==> src/rtl/hob_pkg.sv <==
package hob_pkg;

  typedef struct packed {
    logic h_on;   // horizontal window enabled
    logic wide;   // 1: 16:9 timing, 0: 14:9 timing
  } hob_mode_t;

  // nanoseconds to clock cycles, rounded to nearest
  function automatic int unsigned ns_to_cycles(input int unsigned ns,
                                               input int unsigned mhz);
    return (ns * mhz + 500) / 1000;
  endfunction

endpackage

==> src/rtl/hob_edge_sync.sv <==
module hob_edge_sync #(
  parameter int unsigned STAGES = 2
) (
  input  logic clk,
  input  logic rst_n,
  input  logic fly_i,
  output logic rise_o
);

  logic [STAGES-1:0] sync_q;
  logic              last_q;

  generate
    if (STAGES == 1) begin : g_one
      always_ff @(posedge clk or negedge rst_n) begin
        if (!rst_n) sync_q <= '0;
        else        sync_q <= fly_i;
      end
    end else begin : g_many
      always_ff @(posedge clk or negedge rst_n) begin
        if (!rst_n) sync_q <= '0;
        else        sync_q <= {sync_q[STAGES-2:0], fly_i};
      end
    end
  endgenerate

  always_ff @(posedge clk or negedge rst_n) begin
    if (!rst_n) last_q <= 1'b0;
    else        last_q <= sync_q[STAGES-1];
  end

  assign rise_o = sync_q[STAGES-1] & ~last_q;

  AST_RISE_SINGLE: assert property (@(posedge clk) disable iff (!rst_n) rise_o |=> !rise_o);

endmodule

==> src/rtl/hob_line_meter.sv <==
module hob_line_meter #(
  parameter int unsigned CNT_W = 12
) (
  input  logic             clk,
  input  logic             rst_n,
  input  logic             rise_i,
  output logic [CNT_W-1:0] cnt_o,
  output logic [CNT_W-1:0] period_o,
  output logic             valid_o
);

  localparam logic [CNT_W-1:0] CNT_MAX = '1;

  logic [CNT_W-1:0] cnt_q;
  logic [CNT_W-1:0] period_q;
  logic [1:0]       seen_q;   // edges since reset or since discard, saturating at 2
  logic             sat;

  assign sat = (cnt_q == CNT_MAX);

  always_ff @(posedge clk or negedge rst_n) begin
    if (!rst_n) begin
      cnt_q    <= '0;
      period_q <= '0;
      seen_q   <= 2'd0;
    end else if (rise_i) begin
      cnt_q <= '0;
      if (sat) begin
        seen_q <= 2'd1;
      end else begin
        period_q <= cnt_q + 1'b1;
        if (seen_q != 2'd2) seen_q <= seen_q + 2'd1;
      end
    end else if (!sat) begin
      cnt_q <= cnt_q + 1'b1;
    end
  end

  assign cnt_o    = cnt_q;
  assign period_o = period_q;
  assign valid_o  = (seen_q == 2'd2);

  AST_CNT_RESTART:  assert property (@(posedge clk) disable iff (!rst_n) rise_i |=> (cnt_o == '0));
  AST_PERIOD_TAKE:  assert property (@(posedge clk) disable iff (!rst_n) (rise_i && !sat) |=> (period_o == $past(cnt_o) + 1'b1));
  AST_SAT_DISCARD:  assert property (@(posedge clk) disable iff (!rst_n) (rise_i && sat) |=> !valid_o);
  AST_VALID_AT_EDGE: assert property (@(posedge clk) disable iff (!rst_n) (!valid_o && !rise_i) |=> !valid_o);

endmodule

==> src/rtl/hob_window.sv <==
module hob_window
  import hob_pkg::*;
#(
  parameter int unsigned CNT_W   = 12,
  parameter int unsigned LEAD_N  = 46,
  parameter int unsigned TRAIL_N = 370,
  parameter int unsigned LEAD_W  = 86,
  parameter int unsigned TRAIL_W = 410
) (
  input  logic             clk,
  input  logic             rst_n,
  input  hob_mode_t        mode_i,
  input  logic             vblank_i,
  input  logic             rise_i,
  input  logic [CNT_W-1:0] cnt_i,
  input  logic [CNT_W-1:0] period_i,
  input  logic             pvalid_i,
  output logic             blank_o
);

  localparam int unsigned XW      = CNT_W + 2;
  localparam int unsigned TR_MAX  = (TRAIL_W > TRAIL_N) ? TRAIL_W : TRAIL_N;
  localparam int unsigned TRW     = $clog2(TR_MAX + 2);
  localparam logic [XW-1:0]  LN_X = XW'(LEAD_N);
  localparam logic [XW-1:0]  LW_X = XW'(LEAD_W);
  localparam logic [TRW-1:0] TN_T = TRW'(TRAIL_N);
  localparam logic [TRW-1:0] TW_T = TRW'(TRAIL_W);

  logic [TRW-1:0] trail_q;
  logic [XW-1:0]  lead_x, cnt_x, per_x;
  logic           lead_hit, h_win, blank_q;

  assign lead_x = mode_i.wide ? LW_X : LN_X;
  assign cnt_x  = {2'b00, cnt_i};
  assign per_x  = {2'b00, period_i};

  // predicted-edge window: [period-1-lead, period+lead-1]
  assign lead_hit = pvalid_i
                  && ((cnt_x + lead_x + XW'(1)) >= per_x)
                  && (cnt_x < (per_x + lead_x));

  assign h_win = mode_i.h_on && (rise_i || (trail_q != '0) || lead_hit);

  always_ff @(posedge clk or negedge rst_n) begin
    if (!rst_n) begin
      trail_q <= '0;
      blank_q <= 1'b0;
    end else begin
      if (rise_i)               trail_q <= mode_i.wide ? TW_T : TN_T;
      else if (trail_q != '0)   trail_q <= trail_q - 1'b1;
      blank_q <= vblank_i || h_win;
    end
  end

  assign blank_o = blank_q;

  AST_MODE_OFF:    assert property (@(posedge clk) disable iff (!rst_n) (!mode_i.h_on && !vblank_i) |=> !blank_o);
  AST_VBLANK_OR:   assert property (@(posedge clk) disable iff (!rst_n) vblank_i |=> blank_o);
  AST_EDGE_BLANK:  assert property (@(posedge clk) disable iff (!rst_n) (mode_i.h_on && rise_i) |=> blank_o);
  AST_TRAIL_BOUND: assert property (@(posedge clk) disable iff (!rst_n) (trail_q <= TRW'(TR_MAX)));
  AST_NO_EARLY_LEAD: assert property (@(posedge clk) disable iff (!rst_n) (!pvalid_i && !rise_i && trail_q == '0 && !vblank_i) |=> !blank_o);

endmodule

==> src/rtl/hob_timer.sv <==
module hob_timer
  import hob_pkg::*;
#(
  parameter int unsigned CLK_MHZ     = 27,
  parameter int unsigned CNT_W       = 12,
  parameter int unsigned SYNC_STAGES = 2,
  parameter int unsigned LEAD_N_NS   = 1700,
  parameter int unsigned TRAIL_N_NS  = 13700,
  parameter int unsigned LEAD_W_NS   = 3200,
  parameter int unsigned TRAIL_W_NS  = 15200
) (
  input  logic clk,
  input  logic rst_n,
  input  logic flyback_i,
  input  logic hblank_en_i,
  input  logic wide_i,
  input  logic vblank_i,
  output logic blank_o
);

  localparam int unsigned LEAD_N  = ns_to_cycles(LEAD_N_NS,  CLK_MHZ);
  localparam int unsigned TRAIL_N = ns_to_cycles(TRAIL_N_NS, CLK_MHZ);
  localparam int unsigned LEAD_W  = ns_to_cycles(LEAD_W_NS,  CLK_MHZ);
  localparam int unsigned TRAIL_W = ns_to_cycles(TRAIL_W_NS, CLK_MHZ);

  hob_mode_t        mode;
  logic             rise;
  logic [CNT_W-1:0] cnt, period;
  logic             pvalid;

  assign mode.h_on = hblank_en_i;
  assign mode.wide = wide_i;

  hob_edge_sync #(.STAGES(SYNC_STAGES)) u_sync (
    .clk(clk), .rst_n(rst_n), .fly_i(flyback_i), .rise_o(rise)
  );

  hob_line_meter #(.CNT_W(CNT_W)) u_meter (
    .clk(clk), .rst_n(rst_n), .rise_i(rise),
    .cnt_o(cnt), .period_o(period), .valid_o(pvalid)
  );

  hob_window #(
    .CNT_W(CNT_W), .LEAD_N(LEAD_N), .TRAIL_N(TRAIL_N),
    .LEAD_W(LEAD_W), .TRAIL_W(TRAIL_W)
  ) u_win (
    .clk(clk), .rst_n(rst_n), .mode_i(mode), .vblank_i(vblank_i),
    .rise_i(rise), .cnt_i(cnt), .period_i(period), .pvalid_i(pvalid),
    .blank_o(blank_o)
  );

  AST_RESET_QUIET: assert property (@(posedge clk) disable iff (!rst_n) ($rose(rst_n) |-> !blank_o));

endmodule

==> config.mk <==
export PLATFORM = sky130hd
export DESIGN_NAME = hob_timer
export DESIGN_NICKNAME = d
export VERILOG_FILES = /design/src/rtl/hob_pkg.sv /design/src/rtl/hob_edge_sync.sv /design/src/rtl/hob_line_meter.sv /design/src/rtl/hob_window.sv /design/src/rtl/hob_timer.sv
export SDC_FILE = /design/constraint.sdc
export NUM_CORES = 1
export LEC_CHECK = 0
export BUFFER_PORTS_ARGS = -buffer_cell sky130_fd_sc_hd__buf_2
export CAP_MARGIN = 20
export CORE_MARGIN = 3
export CORE_UTILIZATION = 40
export CTS_CLUSTER_DIAMETER = 30
export DETAILED_ROUTE_END_ITERATION = 7
export SETUP_SLACK_MARGIN = 0.05
export SLEW_MARGIN = 20
export SYNTH_ARGS = -nofsm -noshare
export SYNTH_HDL_FRONTEND = slang
export SYNTH_HIERARCHICAL = 1
export SYNTH_SLANG_ARGS = --single-unit
==> constraint.sdc <==
create_clock -name clk -period 6 [get_ports clk]
set_clock_uncertainty 0.15 [all_clocks]
set_input_delay 0.9 -clock clk [delete_from_list [all_inputs] [get_ports clk]]
set_output_delay 0.9 -clock clk [all_outputs]
set_load 0.01 [all_outputs]
## Word-level counts from Yosys, hierarchy flattened

Index checks and enable logic that the tools add are counted.

| word-level totals | value |
|---|---|
| bits in registers | 39 |
| bits of input ports | 6 |
| output and inout bits | 1 |

| cells by class | value |
|---|---|
| $add $sub $neg | 6 |
| $lt $le $gt $ge | 2 |
| equality and inequality tests | 4 |
| mux-type cells | 8 |
| bitwise operators | 3 |
| reductions and logical operators | 11 |

Operator list:

| operator | count |
|---|---|
| $add A12 B14 Y14 | 2 |
| $mux W12 | 2 |
| $mux W9 | 2 |
| $add A14 B1 Y14 const B | 1 |
| $ge A14 B12 Y1 | 1 |
| $lt A12 B14 Y1 | 1 |
| $add A12 B1 Y12 const B | 1 |
| $eq A12 B12 Y1 const B | 1 |
| $reduce_bool A9 Y1 | 1 |
| $sub A9 B1 Y9 const B | 1 |
| $mux W8 | 1 |
| $mux W7 | 1 |
| $mux W2 | 2 |
| $reduce_and A2 Y1 | 2 |
| $reduce_bool A2 Y1 | 2 |
| $logic_and A1 B1 Y1 | 3 |
| $logic_or A1 B1 Y1 | 3 |
| $add A2 B1 Y2 const B | 1 |
| $eq A2 B2 Y1 const B | 1 |
| $ne A2 B1 Y1 const B | 1 |
| $ne A2 B2 Y1 const B | 1 |
| $not A1 Y1 | 2 |
| $and A1 B1 Y1 | 1 |

## Depth between registers and ports, before layout

| logic depth | value |
|---|---|
| depth after elaboration | 9 |
| gate-level depth with buffers | 13 |

## Cells and area by module

The synthesis kept the hierarchy.

Modules (own cells, without submodules):

| module | times used | cells an instance | area an instance (um^2) |
|---|---|---|---|
| hob_window | 1 | 209 | 1685.4 |
| hob_line_meter | 1 | 108 | 1144.8 |
| hob_edge_sync | 1 | 4 | 88.8 |

## Least setup slack after synthesis

No wires, ideal clock.

| timing | value |
|---|---|
| kind | input-to-reg |
| start point | input wide_i |
| end point | register u_win.blank_q, in the netlist u_win/blank_o |
| arrival | 3801 ps |
| setup slack | 1963 ps |
| stages | 13 |
| cells stage by stage | inv_1 -> ha_1 -> nor2b_1 -> o21a_1 -> o21a_1 -> or2_2 -> a311oi_1 -> ha_1 -> a211o_1 -> o211ai_1 -> a21oi_1 -> or4b_2 -> a32oi_1 |

| on the way | value |
|---|---|
| longest elaborated chain between the ends | 9 |
| elaborated cells on any way between the ends | 11 |

RTL lines:

| item | RTL line | source |
|---|---|---|
| from (decl) | hob_timer.sv:16 | `input logic wide_i,` |
| $mux W7 * | hob_window.sv:33 | `assign lead_x = mode_i.wide ? LW_X : LN_X;` |
| $add A12 B14 Y14 | hob_window.sv:39 | `&& ((cnt_x + lead_x + XW'(1)) >= per_x)` |
| $add A14 B1 Y14 | hob_window.sv:39 |  |
| $ge A14 B12 Y1 | hob_window.sv:39 |  |
| $logic_and A1 B1 Y1 | hob_window.sv:39 |  |
| $logic_and A1 B1 Y1 * | hob_window.sv:40 | `&& (cnt_x < (per_x + lead_x));` |
| $logic_or A1 B1 Y1 * | hob_window.sv:42 | `assign h_win = mode_i.h_on && (rise_i \|\| (trail_q != '0) \|\| lead_hit);` |
| $logic_and A1 B1 Y1 * | hob_window.sv:42 |  |
| $logic_or A1 B1 Y1 * | hob_window.sv:51 | `blank_q <= vblank_i \|\| h_win;` |
| to (signal assigned) | hob_window.sv:51 |  |
| to (decl) | hob_window.sv:31 | `logic lead_hit, h_win, blank_q;` |

Mark *: on every way between the ends. The rest lies on a longest branch, timed or not.
A chain may end at the register's enable or synchronous reset.

## Worst setup path after layout

Same ends and word-level chain as after synthesis.

==> run_results.csv <==
group,metric,value,unit
finish,nets,369,
power,p_int,0.000563,W
synth,ys_seq_area_share,33.4,%
status,status,"completed",
cts,htreeDepth,2,
sta,finalCritPeriodShare,70.2,%
setup_path,critPathMaxFanout,7,
cts,cts_resized,0,
cts,postCtsSetupBuffers,0,
floorplanning,start_util,42.0,%
global_routing,grt_start_max_net_pins,40,
sta,tns,0,ns
job,maxCapViolCount,0,
floorplanning,fp-row-count,30,
synth,synth_top_flop_cell,"dfrtp_1",
synth,synth-edff-count,0,
drt,routed-via-count,2344,
finish,final_common_cell,"dfrtp_1",
power,clockPowerShare,18.6,%
global_routing,overflow,0,
sta,slew_violations,0,
global_routing,antenna_found_initial,0,
worst_hold_path,worstHoldStart,"u_sync/sync_q[0]",
setup_path,cp_data_required_time,6.05,ns
sta,period_minus_slack,4.21,ns
cts,clk_latency,0.28,ns
setup_path,critPathLaunch,"wide_i",
synth,netlist_instances,321,
placed_design,place.port_buffers,6,
finish,nFillCells,700,
cts,numCtsBuffers,5,
floorplanning,dieArea,8360,um2
synth,ys_warn_count,6,
drt,wl_per_cell,15.2,um
cts,tritoncts,"done",
drt,via_per_inst,5.54,
finish,final_cell_mix,"dfrtp_1 (39), ha_1 (37), nand2_1 (26), a21oi_1 (23), inv_1 (21)",
power,p_leak,1.34,nW
finish,drive_gt1_share,8.26,%
global_routing,grt_pass1_vias,2278,
power,power_switching,0.000331,W
global_routing,grt_pass1_wl,10900,um
synth,synth-async-reset-ratio,100,%
finish,seq_area,976,um2
setup_path,worst_setup_path_start_kind,"input pin",
drt,wl,6430,um
power,power_density,286,nW/um2
power,combPwrFrac,39.9,%
setup_path,endpoint_kind,"register",
synth,postSynthNetCount,364,
synth,syn_area_per_cell,9.09,um2
drt,drt-initial-drc-count,99,
setup_path,path_class,"in2reg",
synth,yosys.cell_types.count,52,
finish,area.growth.synth_to_final,7.07,%
synth,netlist_area,2920,um2
drt,antenna_left,0,
synth,ys_ff_latch,39,
sta,rsz0062_at_grt,"false",
placed_design,hpwlAfterDp,4970,um
cts,clockRootBuffer,"clkbuf_8",
cts,cts-hold-fix-buffers,0,
floorplanning,io_pins,7,
cts,max-clock-path-buffers,2,
power,vdd_ir_drop_max,0.000102,V
drt,first_pass_iters,4,
sta,slew_headroom,40.9,%
power,p_sw_share,37.0,%
sta,fmax,237,MHz
sta,setup_viol,0,
setup_path,worstReg2RegStart,"u_meter/period_o[3]",
floorplanning,fp.dieW,91.4,um
placed_design,gp_congestion,0.896,
power,power,0.000895,W
global_routing,track_usage,16.2,%
finish,diodes,0,
setup_path,cp_data_arrival_time,4.26,ns
floorplanning,coreArea,6940,um2
setup_path,r2r_slack,2.27,ns
sta,hold_viol_final,0,
sta,tightest_slew,0.887,ns
floorplanning,die_h,91.4,um
power,sequentialPowerShare,41.4,%
drt,drc_errors,0,
cts,cts.clk_slew.worst_paths,0.07,ns
worst_hold_path,hold_class,"reg2reg",
cts,cts.sink_count,39,
finish,multi_input_area,1830,um2
-- worst max-delay path: stages --
cell	delay, ns
buf_2	0.16
inv_1	0.11
ha_1	0.34
nor2b_1	0.15
o21a_1	0.18
o21a_1	0.21
or2_2	0.31
a311oi_1	0.31
ha_1	0.30
a211o_1	0.26
o211ai_1	0.08
a21oi_1	0.08
or4b_2	0.65
a32oi_1	0.21
-- flip-flops by register name, indices dropped and copies added, names as in the netlist --
name	cells
u_meter/cnt_o	12
u_meter/period_o	12
u_meter/seen_q	2
u_sync/last_q	1
u_sync/sync_q	2
u_win/blank_o	1
u_win/trail_q	9
-- power groups by stage --
stage / Clock [W] / Combinational, W / Sequential (W)
after floorplan: 0 / 0.000285 / 0.000355
after global placement: 0 / 0.000346 / 0.000373
after detailed placement: 0 / 0.000359 / 0.000374
after CTS: 0.000175 / 0.000361 / 0.000369
after global routing: 0.000186 / 0.000419 / 0.000376
final: 0.000167 / 0.000357 / 0.000371
-- stage by stage --
step / hold slack (ns) / std cells / worst slack, ns / util (%) / area (um2)
after floorplan: 0.181 / 321 / 1.96 / - / 2920
after global placement: 0.185 / 415 / 1.62 / 43.8 / 3040
after detailed placement: 0.187 / 415 / 1.52 / 43.8 / 3040
after CTS: 0.204 / 423 / 1.81 / 45.0 / 3130
after global routing: 0.225 / 423 / 1.54 / 45.0 / 3130
final: 0.201 / 423 / 1.79 / 45.0 / 3130
-- cells by family after synthesis --
kind of cell    count (synthesis)  synth area share (%)
simple gates                  104                  19.5
compound gates                 80                  17.7
flops                          39                  33.4
fa+ha+maj                      37                  15.9
buf+inv                        30                  3.99
xor+xnor                       27                  8.10
mux                             4                  1.46
-- cells in the mapped netlist (3+ instances only) --
library cell | instances | area, um2
dfrtp_1 | 39 | 976
ha_1 | 37 | 463
nand2_1 | 26 | 97.6
a21oi_1 | 23 | 115
inv_1 | 21 | 78.8
o21ai_0 | 20 | 100
nor2_1 | 19 | 71.3
xnor2_1 | 19 | 166
nor3_1 | 11 | 55.1
xor2_1 | 8 | 70.1
a211oi_1 | 6 | 45.0
clkbuf_1 | 6 | 22.5
nand2b_1 | 6 | 37.5
nor4_1 | 6 | 37.5
or3_1 | 6 | 37.5
nand4_1 | 5 | 31.3
nand3_1 | 4 | 20.0
o21a_1 | 4 | 30.0
or2_2 | 4 | 25.0
and4_1 | 3 | 26.3
buf_2 | 3 | 15.0
o2111ai_1 | 3 | 26.3
o31ai_1 | 3 | 22.5
-- path summary, 6_finish.rpt --
kind / endpoint / cells past startpoint
max reg2reg: u_win/blank_o / 12
max: u_win/blank_o / 14
max in group asynchronous: u_meter/period_o[4] / 1
min reg2reg: u_sync/sync_q[1] / 0
min in group asynchronous: u_sync/sync_q[0] / 1
min: u_sync/sync_q[1] / 0
-- per-layer routing --
metal | routed length [um] | vias up | global-route usage [%] | part of all wire [%]
li1 | - | 1181 | - | -
met1 | 3200 | 1129 | 22.5 | 50
met2 | 2970 | 30 | 26.2 | 46
met3 | 192 | 4 | 2.49 | 3.0
met4 | 63 | 0 | 4.02 | 0.98
met5 | 0 | - | 0 | 0
-- final cells by class --
type	instances	area share (%)
Multi-Input combinational cell	252	58.6
Sequential cell	39	31.2
Tap cell	96	3.84
Inverter	21	2.52
Clock buffer	7	2.44
Timing Repair Buffer	7	1.20
Clock inverter	1	0.160
No activity file was read; power rests on OpenSTA's default activity.
